### src/rtl/dcg_pkg.sv
package dcg_pkg;
  typedef enum logic [2:0] {
    ST_IDLE  = 3'd0,
    ST_LOOK  = 3'd1,
    ST_EVICT = 3'd2,
    ST_FILL  = 3'd3,
    ST_PASS  = 3'd4,
    ST_WT    = 3'd5
  } dcg_state_t;
endpackage

### src/rtl/dcg_tag_array.sv
module dcg_tag_array #(
  parameter int IDX_W = 4,
  parameter int TAG_W = 10,
  localparam int LINES = 1 << IDX_W
) (
  input  logic             clk,
  input  logic             rst_n,
  input  logic [IDX_W-1:0] idx,
  output logic             rd_valid,
  output logic             rd_dirty,
  output logic [TAG_W-1:0] rd_tag,
  input  logic             inv_en,
  input  logic             fill_en,
  input  logic [TAG_W-1:0] fill_tag,
  input  logic             dirty_en
);
  logic [LINES-1:0] valid_q;
  logic [LINES-1:0] dirty_q;
  logic [TAG_W-1:0] tag_q [LINES];

  for (genvar l = 0; l < LINES; l++) begin : g_line
    logic sel;
    logic valid_d, dirty_d, ce;
    assign sel = (idx == IDX_W'(l));

    always_comb begin
      valid_d = valid_q[l];
      dirty_d = dirty_q[l];
      ce      = 1'b0;
      if (sel && inv_en) begin
        valid_d = 1'b0;
        dirty_d = 1'b0;
        ce      = 1'b1;
      end else if (sel && fill_en) begin
        valid_d = 1'b1;
        dirty_d = 1'b0;
        ce      = 1'b1;
      end else if (sel && dirty_en) begin
        dirty_d = 1'b1;
        ce      = 1'b1;
      end
    end

    always_ff @(posedge clk or negedge rst_n) begin
      if (!rst_n) begin
        valid_q[l] <= 1'b0;
        dirty_q[l] <= 1'b0;
      end else if (ce) begin
        valid_q[l] <= valid_d;
        dirty_q[l] <= dirty_d;
      end
    end

    always_ff @(posedge clk) begin
      if (sel && fill_en) begin
        tag_q[l] <= fill_tag;
      end
    end
  end

  assign rd_valid = valid_q[idx];
  assign rd_dirty = dirty_q[idx];
  assign rd_tag   = tag_q[idx];

  // a line is completed only while it is still invalid
  p_fill_on_invalid_r8: assert property (@(posedge clk) disable iff (!rst_n)
    fill_en |-> !valid_q[idx]);

  // only a resident line can be marked dirty
  p_dirty_on_valid_r3: assert property (@(posedge clk) disable iff (!rst_n)
    dirty_en |-> valid_q[idx]);

  // a filled line starts clean
  p_fill_clean_r9: assert property (@(posedge clk) disable iff (!rst_n)
    fill_en |=> !dirty_q[$past(idx)]);
endmodule

### src/rtl/dcg_data_array.sv
module dcg_data_array #(
  parameter int IDX_W  = 4,
  parameter int OFS_W  = 2,
  parameter int DATA_W = 32,
  localparam int LINES = 1 << IDX_W,
  localparam int WORDS = 1 << OFS_W
) (
  input  logic              clk,
  input  logic [IDX_W-1:0]  idx,
  input  logic [OFS_W-1:0]  rd_ofs,
  output logic [DATA_W-1:0] rd_data,
  input  logic              wr_en,
  input  logic [OFS_W-1:0]  wr_ofs,
  input  logic [DATA_W-1:0] wr_data
);
  logic [DATA_W-1:0] word_q [LINES][WORDS];

  for (genvar l = 0; l < LINES; l++) begin : g_line
    for (genvar w = 0; w < WORDS; w++) begin : g_word
      logic ce;
      assign ce = wr_en && (idx == IDX_W'(l)) && (wr_ofs == OFS_W'(w));
      always_ff @(posedge clk) begin
        if (ce) begin
          word_q[l][w] <= wr_data;
        end
      end
    end
  end

  assign rd_data = word_q[idx][rd_ofs];
endmodule

### src/rtl/dcg_ctrl.sv
module dcg_ctrl
  import dcg_pkg::*;
#(
  parameter int ADDR_W = 16,
  parameter int DATA_W = 32,
  parameter int IDX_W  = 4,
  parameter int OFS_W  = 2,
  localparam int TAG_W = ADDR_W - IDX_W - OFS_W
) (
  input  logic              clk,
  input  logic              rst_n,
  input  logic              cache_en,
  input  logic              xlat_en,
  input  logic              req_valid,
  output logic              req_ready,
  input  logic              req_write,
  input  logic [ADDR_W-1:0] req_addr,
  input  logic [DATA_W-1:0] req_wdata,
  input  logic              req_cacheable,
  input  logic              req_wthru,
  output logic              rsp_valid,
  output logic [DATA_W-1:0] rsp_rdata,
  output logic              mem_valid,
  input  logic              mem_ready,
  output logic              mem_write,
  output logic [ADDR_W-1:0] mem_addr,
  output logic [DATA_W-1:0] mem_wdata,
  input  logic [DATA_W-1:0] mem_rdata,
  output logic [IDX_W-1:0]  lk_idx,
  input  logic              lk_valid,
  input  logic              lk_dirty,
  input  logic [TAG_W-1:0]  lk_tag,
  output logic              inv_en,
  output logic              fill_en,
  output logic [TAG_W-1:0]  fill_tag,
  output logic              dirty_en,
  output logic [OFS_W-1:0]  ar_rd_ofs,
  input  logic [DATA_W-1:0] ar_rd_data,
  output logic              ar_wr_en,
  output logic [OFS_W-1:0]  ar_wr_ofs,
  output logic [DATA_W-1:0] ar_wr_data
);
  localparam logic [OFS_W-1:0] LAST_BEAT = '1;

  dcg_state_t        state_q, state_d;
  logic              wr_q, wr_d;
  logic [ADDR_W-1:0] addr_q, addr_d;
  logic [DATA_W-1:0] wdata_q, wdata_d;
  logic              cach_q, cach_d;
  logic              wt_q, wt_d;
  logic [OFS_W-1:0]  beat_q, beat_d;
  logic              rsp_valid_q, rsp_valid_d;
  logic [DATA_W-1:0] rsp_rdata_q, rsp_rdata_d;

  logic [TAG_W-1:0]  tag_w;
  logic [IDX_W-1:0]  idx_w;
  logic [OFS_W-1:0]  ofs_w;
  logic              hit;
  logic              alloc_ok;
  logic              accept;

  assign tag_w    = addr_q[ADDR_W-1 -: TAG_W];
  assign idx_w    = addr_q[OFS_W +: IDX_W];
  assign ofs_w    = addr_q[OFS_W-1:0];
  assign hit      = lk_valid && (lk_tag == tag_w);
  assign alloc_ok = cache_en && xlat_en && cach_q;
  assign accept   = req_valid && req_ready;

  assign lk_idx    = idx_w;
  assign fill_tag  = tag_w;
  assign req_ready = (state_q == ST_IDLE);
  assign rsp_valid = rsp_valid_q;
  assign rsp_rdata = rsp_rdata_q;

  always_comb begin
    state_d     = state_q;
    wr_d        = wr_q;
    addr_d      = addr_q;
    wdata_d     = wdata_q;
    cach_d      = cach_q;
    wt_d        = wt_q;
    beat_d      = beat_q;
    rsp_valid_d = 1'b0;
    rsp_rdata_d = rsp_rdata_q;
    inv_en      = 1'b0;
    fill_en     = 1'b0;
    dirty_en    = 1'b0;
    ar_rd_ofs   = ofs_w;
    ar_wr_en    = 1'b0;
    ar_wr_ofs   = ofs_w;
    ar_wr_data  = wdata_q;
    mem_valid   = 1'b0;
    mem_write   = 1'b0;
    mem_addr    = addr_q;
    mem_wdata   = wdata_q;

    unique case (state_q)
      ST_IDLE: begin
        if (accept) begin
          wr_d    = req_write;
          addr_d  = req_addr;
          wdata_d = req_wdata;
          cach_d  = req_cacheable;
          wt_d    = req_wthru;
          state_d = ST_LOOK;
        end
      end
      ST_LOOK: begin
        if (hit) begin
          if (!wr_q) begin
            rsp_valid_d = 1'b1;
            rsp_rdata_d = ar_rd_data;
            state_d     = ST_IDLE;
          end else begin
            ar_wr_en = 1'b1;
            if (wt_q) begin
              state_d = ST_WT;
            end else begin
              dirty_en    = 1'b1;
              rsp_valid_d = 1'b1;
              rsp_rdata_d = '0;
              state_d     = ST_IDLE;
            end
          end
        end else if (alloc_ok) begin
          beat_d = '0;
          if (lk_valid && lk_dirty) begin
            state_d = ST_EVICT;
          end else begin
            inv_en  = 1'b1;
            state_d = ST_FILL;
          end
        end else begin
          state_d = ST_PASS;
        end
      end
      ST_EVICT: begin
        ar_rd_ofs = beat_q;
        mem_valid = 1'b1;
        mem_write = 1'b1;
        mem_addr  = {lk_tag, idx_w, beat_q};
        mem_wdata = ar_rd_data;
        if (mem_ready) begin
          beat_d = beat_q + 1'b1;
          if (beat_q == LAST_BEAT) begin
            inv_en  = 1'b1;
            state_d = ST_FILL;
          end
        end
      end
      ST_FILL: begin
        mem_valid  = 1'b1;
        mem_addr   = {tag_w, idx_w, beat_q};
        ar_wr_ofs  = beat_q;
        ar_wr_data = mem_rdata;
        if (mem_ready) begin
          ar_wr_en = 1'b1;
          beat_d   = beat_q + 1'b1;
          if (beat_q == LAST_BEAT) begin
            fill_en = 1'b1;
            state_d = ST_LOOK;
          end
        end
      end
      ST_PASS: begin
        mem_valid = 1'b1;
        mem_write = wr_q;
        if (mem_ready) begin
          rsp_valid_d = 1'b1;
          rsp_rdata_d = wr_q ? '0 : mem_rdata;
          state_d     = ST_IDLE;
        end
      end
      ST_WT: begin
        mem_valid = 1'b1;
        mem_write = 1'b1;
        if (mem_ready) begin
          rsp_valid_d = 1'b1;
          rsp_rdata_d = '0;
          state_d     = ST_IDLE;
        end
      end
      default: state_d = ST_IDLE;
    endcase
  end

  always_ff @(posedge clk or negedge rst_n) begin
    if (!rst_n) begin
      state_q     <= ST_IDLE;
      rsp_valid_q <= 1'b0;
      beat_q      <= '0;
    end else begin
      state_q     <= state_d;
      rsp_valid_q <= rsp_valid_d;
      beat_q      <= beat_d;
    end
  end

  always_ff @(posedge clk or negedge rst_n) begin
    if (!rst_n) begin
      wr_q        <= 1'b0;
      addr_q      <= '0;
      wdata_q     <= '0;
      cach_q      <= 1'b0;
      wt_q        <= 1'b0;
      rsp_rdata_q <= '0;
    end else begin
      if (accept) begin
        wr_q    <= wr_d;
        addr_q  <= addr_d;
        wdata_q <= wdata_d;
        cach_q  <= cach_d;
        wt_q    <= wt_d;
      end
      if (rsp_valid_d) begin
        rsp_rdata_q <= rsp_rdata_d;
      end
    end
  end

  // no memory beat while the request port is open
  p_idle_quiet_r10: assert property (@(posedge clk) disable iff (!rst_n)
    req_ready |-> !mem_valid);

  // a stalled memory beat holds its fields
  p_mem_hold_r10: assert property (@(posedge clk) disable iff (!rst_n)
    (mem_valid && !mem_ready) |=> (mem_valid && $stable(mem_addr) &&
                                   $stable(mem_write) && $stable(mem_wdata)));

  // the response is a single-cycle pulse
  p_rsp_pulse_r11: assert property (@(posedge clk) disable iff (!rst_n)
    rsp_valid |=> !rsp_valid);

  // refill only starts when all three enables were set at lookup
  p_fill_gate_r5: assert property (@(posedge clk) disable iff (!rst_n)
    (state_q == ST_FILL && $past(state_q) == ST_LOOK) |->
      $past(cache_en && xlat_en && cach_q));

  // the write-back of a victim runs straight into the refill
  p_evict_then_fill_r9: assert property (@(posedge clk) disable iff (!rst_n)
    (state_q == ST_EVICT && mem_ready && beat_q == LAST_BEAT) |=>
      (state_q == ST_FILL && beat_q == '0));

  // a completed write-through beat is answered in the next cycle
  p_wt_answer_r4: assert property (@(posedge clk) disable iff (!rst_n)
    (state_q == ST_WT && mem_ready) |=> rsp_valid);

  // a refill is followed by a fresh lookup
  p_fill_relook_r8: assert property (@(posedge clk) disable iff (!rst_n)
    fill_en |=> (state_q == ST_LOOK));
endmodule

### src/rtl/dcache_gated.sv
module dcache_gated #(
  parameter int ADDR_W = 16,
  parameter int DATA_W = 32,
  parameter int IDX_W  = 4,
  parameter int OFS_W  = 2,
  localparam int TAG_W = ADDR_W - IDX_W - OFS_W
) (
  input  logic              clk,
  input  logic              rst_n,
  input  logic              cfg_cache_en,
  input  logic              cfg_xlat_en,
  input  logic              req_valid,
  output logic              req_ready,
  input  logic              req_write,
  input  logic [ADDR_W-1:0] req_addr,
  input  logic [DATA_W-1:0] req_wdata,
  input  logic              req_cacheable,
  input  logic              req_wthru,
  output logic              rsp_valid,
  output logic [DATA_W-1:0] rsp_rdata,
  output logic              mem_valid,
  input  logic              mem_ready,
  output logic              mem_write,
  output logic [ADDR_W-1:0] mem_addr,
  output logic [DATA_W-1:0] mem_wdata,
  input  logic [DATA_W-1:0] mem_rdata
);
  logic rst_meta_q, rst_sync_q;

  always_ff @(posedge clk or negedge rst_n) begin
    if (!rst_n) begin
      rst_meta_q <= 1'b0;
      rst_sync_q <= 1'b0;
    end else begin
      rst_meta_q <= 1'b1;
      rst_sync_q <= rst_meta_q;
    end
  end

  logic [IDX_W-1:0]  lk_idx;
  logic              lk_valid, lk_dirty;
  logic [TAG_W-1:0]  lk_tag;
  logic              inv_en, fill_en, dirty_en;
  logic [TAG_W-1:0]  fill_tag;
  logic [OFS_W-1:0]  ar_rd_ofs, ar_wr_ofs;
  logic [DATA_W-1:0] ar_rd_data, ar_wr_data;
  logic              ar_wr_en;

  dcg_ctrl #(
    .ADDR_W(ADDR_W), .DATA_W(DATA_W), .IDX_W(IDX_W), .OFS_W(OFS_W)
  ) u_ctrl (
    .clk           (clk),
    .rst_n         (rst_sync_q),
    .cache_en      (cfg_cache_en),
    .xlat_en       (cfg_xlat_en),
    .req_valid     (req_valid),
    .req_ready     (req_ready),
    .req_write     (req_write),
    .req_addr      (req_addr),
    .req_wdata     (req_wdata),
    .req_cacheable (req_cacheable),
    .req_wthru     (req_wthru),
    .rsp_valid     (rsp_valid),
    .rsp_rdata     (rsp_rdata),
    .mem_valid     (mem_valid),
    .mem_ready     (mem_ready),
    .mem_write     (mem_write),
    .mem_addr      (mem_addr),
    .mem_wdata     (mem_wdata),
    .mem_rdata     (mem_rdata),
    .lk_idx        (lk_idx),
    .lk_valid      (lk_valid),
    .lk_dirty      (lk_dirty),
    .lk_tag        (lk_tag),
    .inv_en        (inv_en),
    .fill_en       (fill_en),
    .fill_tag      (fill_tag),
    .dirty_en      (dirty_en),
    .ar_rd_ofs     (ar_rd_ofs),
    .ar_rd_data    (ar_rd_data),
    .ar_wr_en      (ar_wr_en),
    .ar_wr_ofs     (ar_wr_ofs),
    .ar_wr_data    (ar_wr_data)
  );

  dcg_tag_array #(.IDX_W(IDX_W), .TAG_W(TAG_W)) u_tags (
    .clk      (clk),
    .rst_n    (rst_sync_q),
    .idx      (lk_idx),
    .rd_valid (lk_valid),
    .rd_dirty (lk_dirty),
    .rd_tag   (lk_tag),
    .inv_en   (inv_en),
    .fill_en  (fill_en),
    .fill_tag (fill_tag),
    .dirty_en (dirty_en)
  );

  dcg_data_array #(.IDX_W(IDX_W), .OFS_W(OFS_W), .DATA_W(DATA_W)) u_data (
    .clk     (clk),
    .idx     (lk_idx),
    .rd_ofs  (ar_rd_ofs),
    .rd_data (ar_rd_data),
    .wr_en   (ar_wr_en),
    .wr_ofs  (ar_wr_ofs),
    .wr_data (ar_wr_data)
  );

  // nothing leaves the block while reset is held internally
  p_reset_quiet_r1: assert property (@(posedge clk)
    !rst_sync_q |-> (!mem_valid && !rsp_valid));
endmodule

### config.mk
export PLATFORM = sky130hd
export DESIGN_NAME = dcache_gated
export DESIGN_NICKNAME = d
export VERILOG_FILES = /design/src/rtl/dcg_pkg.sv /design/src/rtl/dcg_tag_array.sv /design/src/rtl/dcg_data_array.sv /design/src/rtl/dcg_ctrl.sv /design/src/rtl/dcache_gated.sv
export SDC_FILE = /design/constraint.sdc
export NUM_CORES = 2
export LEC_CHECK = 0
export CAP_MARGIN = 5
export CORE_MARGIN = 5
export CORE_UTILIZATION = 60
export DETAILED_ROUTE_END_ITERATION = 12
export PLACE_DENSITY_LB_ADDON = 0.2
export RECOVER_POWER = 50
export SKIP_LAST_GASP = 1
export SLEW_MARGIN = 20
export SYNTH_ARGS = -nofsm -noshare
export SYNTH_HDL_FRONTEND = slang
export SYNTH_SLANG_ARGS = --single-unit
export TNS_END_PERCENT = 50
### constraint.sdc
create_clock -name clk -period 4.51 [get_ports clk]
set_input_delay 0.6765 -clock clk [delete_from_list [all_inputs] [get_ports clk]]
set_output_delay 0.6765 -clock clk [all_outputs]
set_load 0.005 [all_outputs]
==> metrics.txt <==
run status finished with violations; failing checks capacitance limit, slew limit, setup timing; Max-cap violations 9; Sequential cell area 0.06940 mm^2; DR vias 50380; Final Cycle Share 102.6%; worst path required time 3830 ps; Clock Sinks 2331; synthesized area per cell 19.81 um^2; gr ovfl total 0; worst hold-check path type reg -> async; Finished Layout Cells 7364; effective utilization at floorplan 60.30%; RSZ-0062 raised after global routing true; final net count 5237; most frequent cells in the layout edfxtp_1, mux4_2, mux2i_1; row count 143; Setup WS post-layout -116.2 ps; hpwl dp 137.1 mm; pin count of the biggest net entering global routing 122; DRT antenna net count 0; Critical Path Max Stage Delay 530 ps; fin util 71.61%; Routed WL 252.6 mm; Area Growth Syn to Fin 18.74%; Worst-Margin Slew 2200 ps; number of global-route vias before repair 49880; ys flop type edfxtp_1; leading cell type in the layout, fill and taps excluded edfxtp_1; drt drc 0; Worst-Skew Late Latency 860 ps; share of cells above drive strength 1 28.95%; CP Max Fanout 11; RePlAce Congestion 0.8464; synthesized net count 4709; multi-input logic area 0.02229 mm^2; register bit total from synthesis 2331; number of buffers created by CTS 218; Unique masters post-synth 56; Syn. warnings 0; Clock transition at path regs 60 ps; Leak 0.03636 uW; Post-synth EDFFs 2208; Filler Cell Count 8917; Core ar. 0.1517 mm^2; cells after synthesis 4619; First-pass DRT Iterations 7; root buf cell clkbuf_16; dpl cells 6820; crit path time final 4626 ps; All-Layer GR Usage 30.61%; FFs w/ async S/R, synth 5.277%; die area 0.1604 mm^2; PD cells 685.7 mW/mm^2; Startpoint Class flop; drt initial violations 7253; Wirelength per Cell 34.31 um; CTS Buffer Depth 3; CTS tree yes; die width 400.5 um; CP endpoint kind primary output; worst hold slack 342.5 ps; first-pass GRT wire length 355.5 mm; Max stage delay cell, worst path dfrtp_4; worst relative slew slack -47.00%; Max Clk Rate 216.2 MHz; final setup fails 581; Worst Skew 73.00 ps; Slew Limit Fails 577; crit path kind reg -> out; Netlist Area Pre-Place 0.09150 mm^2; Placement Setup Slack -45.56 ps; die height 400.5 um; Boundary Pins 173; post-synthesis sequential area ratio 75.83%; CP Data Arrival Time 3950 ps; Worst VDD drop 505.9 uV; number of port buffers 172; number of vias per cell 6.841; H-tree Lvls 4; crit-path cells buf_12, buf_6, buf_12, buf_6, mux4_2, nor2_1, a221oi_1, o22ai_1, a221o_2, mux2_2, o21ai_1, clkbuf_2; initial antenna violation count 5; final hold viol count 0
[worst paths after layout]
kind	startpoint	to	depth (start not counted)	slack, ps
max	u_ctrl.addr_q[2]	mem_wdata[29]	12	-120
min	rst_sync_q	u_ctrl.addr_q[14]	1	340
max reg2reg	u_ctrl.addr_q[3]	u_data.word_q[0][4]	14	-90
min reg2reg	rst_sync_q	u_ctrl.addr_q[14]	1	340
max in group asynchronous	rst_sync_q	u_ctrl.wdata_q[8]	1	3320
min in group clk	rst_meta_q	rst_sync_q	0	370
[state kept, by name, indices dropped and copies added (netlist names), 2 cells and up]
register and count:
u_tags.tag_q 160, u_ctrl.wdata_q 32, u_ctrl.addr_q 16, u_ctrl.rsp_rdata 32, u_tags.valid_q 16, u_data.word_q 2048, u_ctrl.beat_q 2, u_ctrl.state_q 3
u_tags.dirty_q 16
[area by class of cell]
cell class,count,share of cell area [%]
tap,2030,2.338
inverter,7,0.02994
multi-input combinational,1987,20.52
timing repair buffer,602,6.728
antenna,1,0.002303
sequential,2331,63.88
clock buffer,303,5.444
clock inverter,103,1.062
[cells by family (layout without fill, tap and decap cells)]
logic type / after synthesis / count (layout) / share of synthesized area, %
compound gates: 623 / 623 / 4.882
xor+xnor: 13 / 13 / 0.1327
other cells: 1 / 2 / 0.004099
flops: 2331 / 2331 / 75.83
mux: 825 / 825 / 15.11
fa+ha+maj: 1 / 1 / 0.01367
buf+inv: 303 / 1015 / 1.618
simple gates: 522 / 524 / 2.408
[critical path: cells and delay by family (launching register included)]
kind                   cells  cell delay [ps]
and+or+nand+nor            1               60
AOI/OAI and AO/OA          4             1060
DFF                        1              530
muxes                      2              710
buffers and inverters      5              750
[synthesized netlist by cell type, types with 17 or more instances]
library cell	count	share of area, %
mux2i_1	283	3.1
a21oi_1	55	0.30
a22o_1	34	0.33
edfxtp_1	2208	72
nor2_1	162	0.66
dfrtp_1	123	3.4
mux2_4	29	0.48
buf_2	57	0.31
buf_4	31	0.25
mux4_2	414	10
o21ai_0	145	0.79
a221o_1	32	0.35
a221oi_1	131	1.3
a2bb2oi_1	17	0.16
o22ai_1	37	0.25
a22oi_1	136	1.1
mux2_2	91	1.1
a41oi_1	17	0.16
nand2_1	225	0.92
nor3_1	85	0.46
clkbuf_1	178	0.73
[power breakdown]
part / switching, uW / internal, uW / total [uW]
combinational: 16600 / 11100 / 27700
sequential: 727 / 28000 / 28700
clock: 7990 / 10100 / 18100
[per-layer routing]
layer / part of all wire [%] / track usage (%)
met3: 12 / 8.059
met2: 47 / 47.02
met5: 0.011 / 0
met1: 37 / 43.15
met4: 4.3 / 11.35
[stage by stage]
| step | TNS (ps) | instance area, um^2 | power [uW] |
|---|---|---|---|
| after floorplan | -1791240 | 91500 | 43210 |
| after global placement | -6262 | 98490 | 52750 |
| after detailed placement | -288.9 | 98500 | 53230 |
| after CTS | -1409 | 107800 | 73690 |
| after global routing | -28000 | 108600 | 77010 |
| final | -15380 | 108600 | 74500 |
[repair_timing]
item                       in CTS  in global routing
hold endpoints to repair        2                  0
pin swaps                      44                 36
buffers inserted               65                 35
gates cloned                   21                 17
gates resized for setup       313                115
hold buffers                    1                  0
setup endpoints to repair     284               1947
No activity file was read; power rests on OpenSTA's default activity.
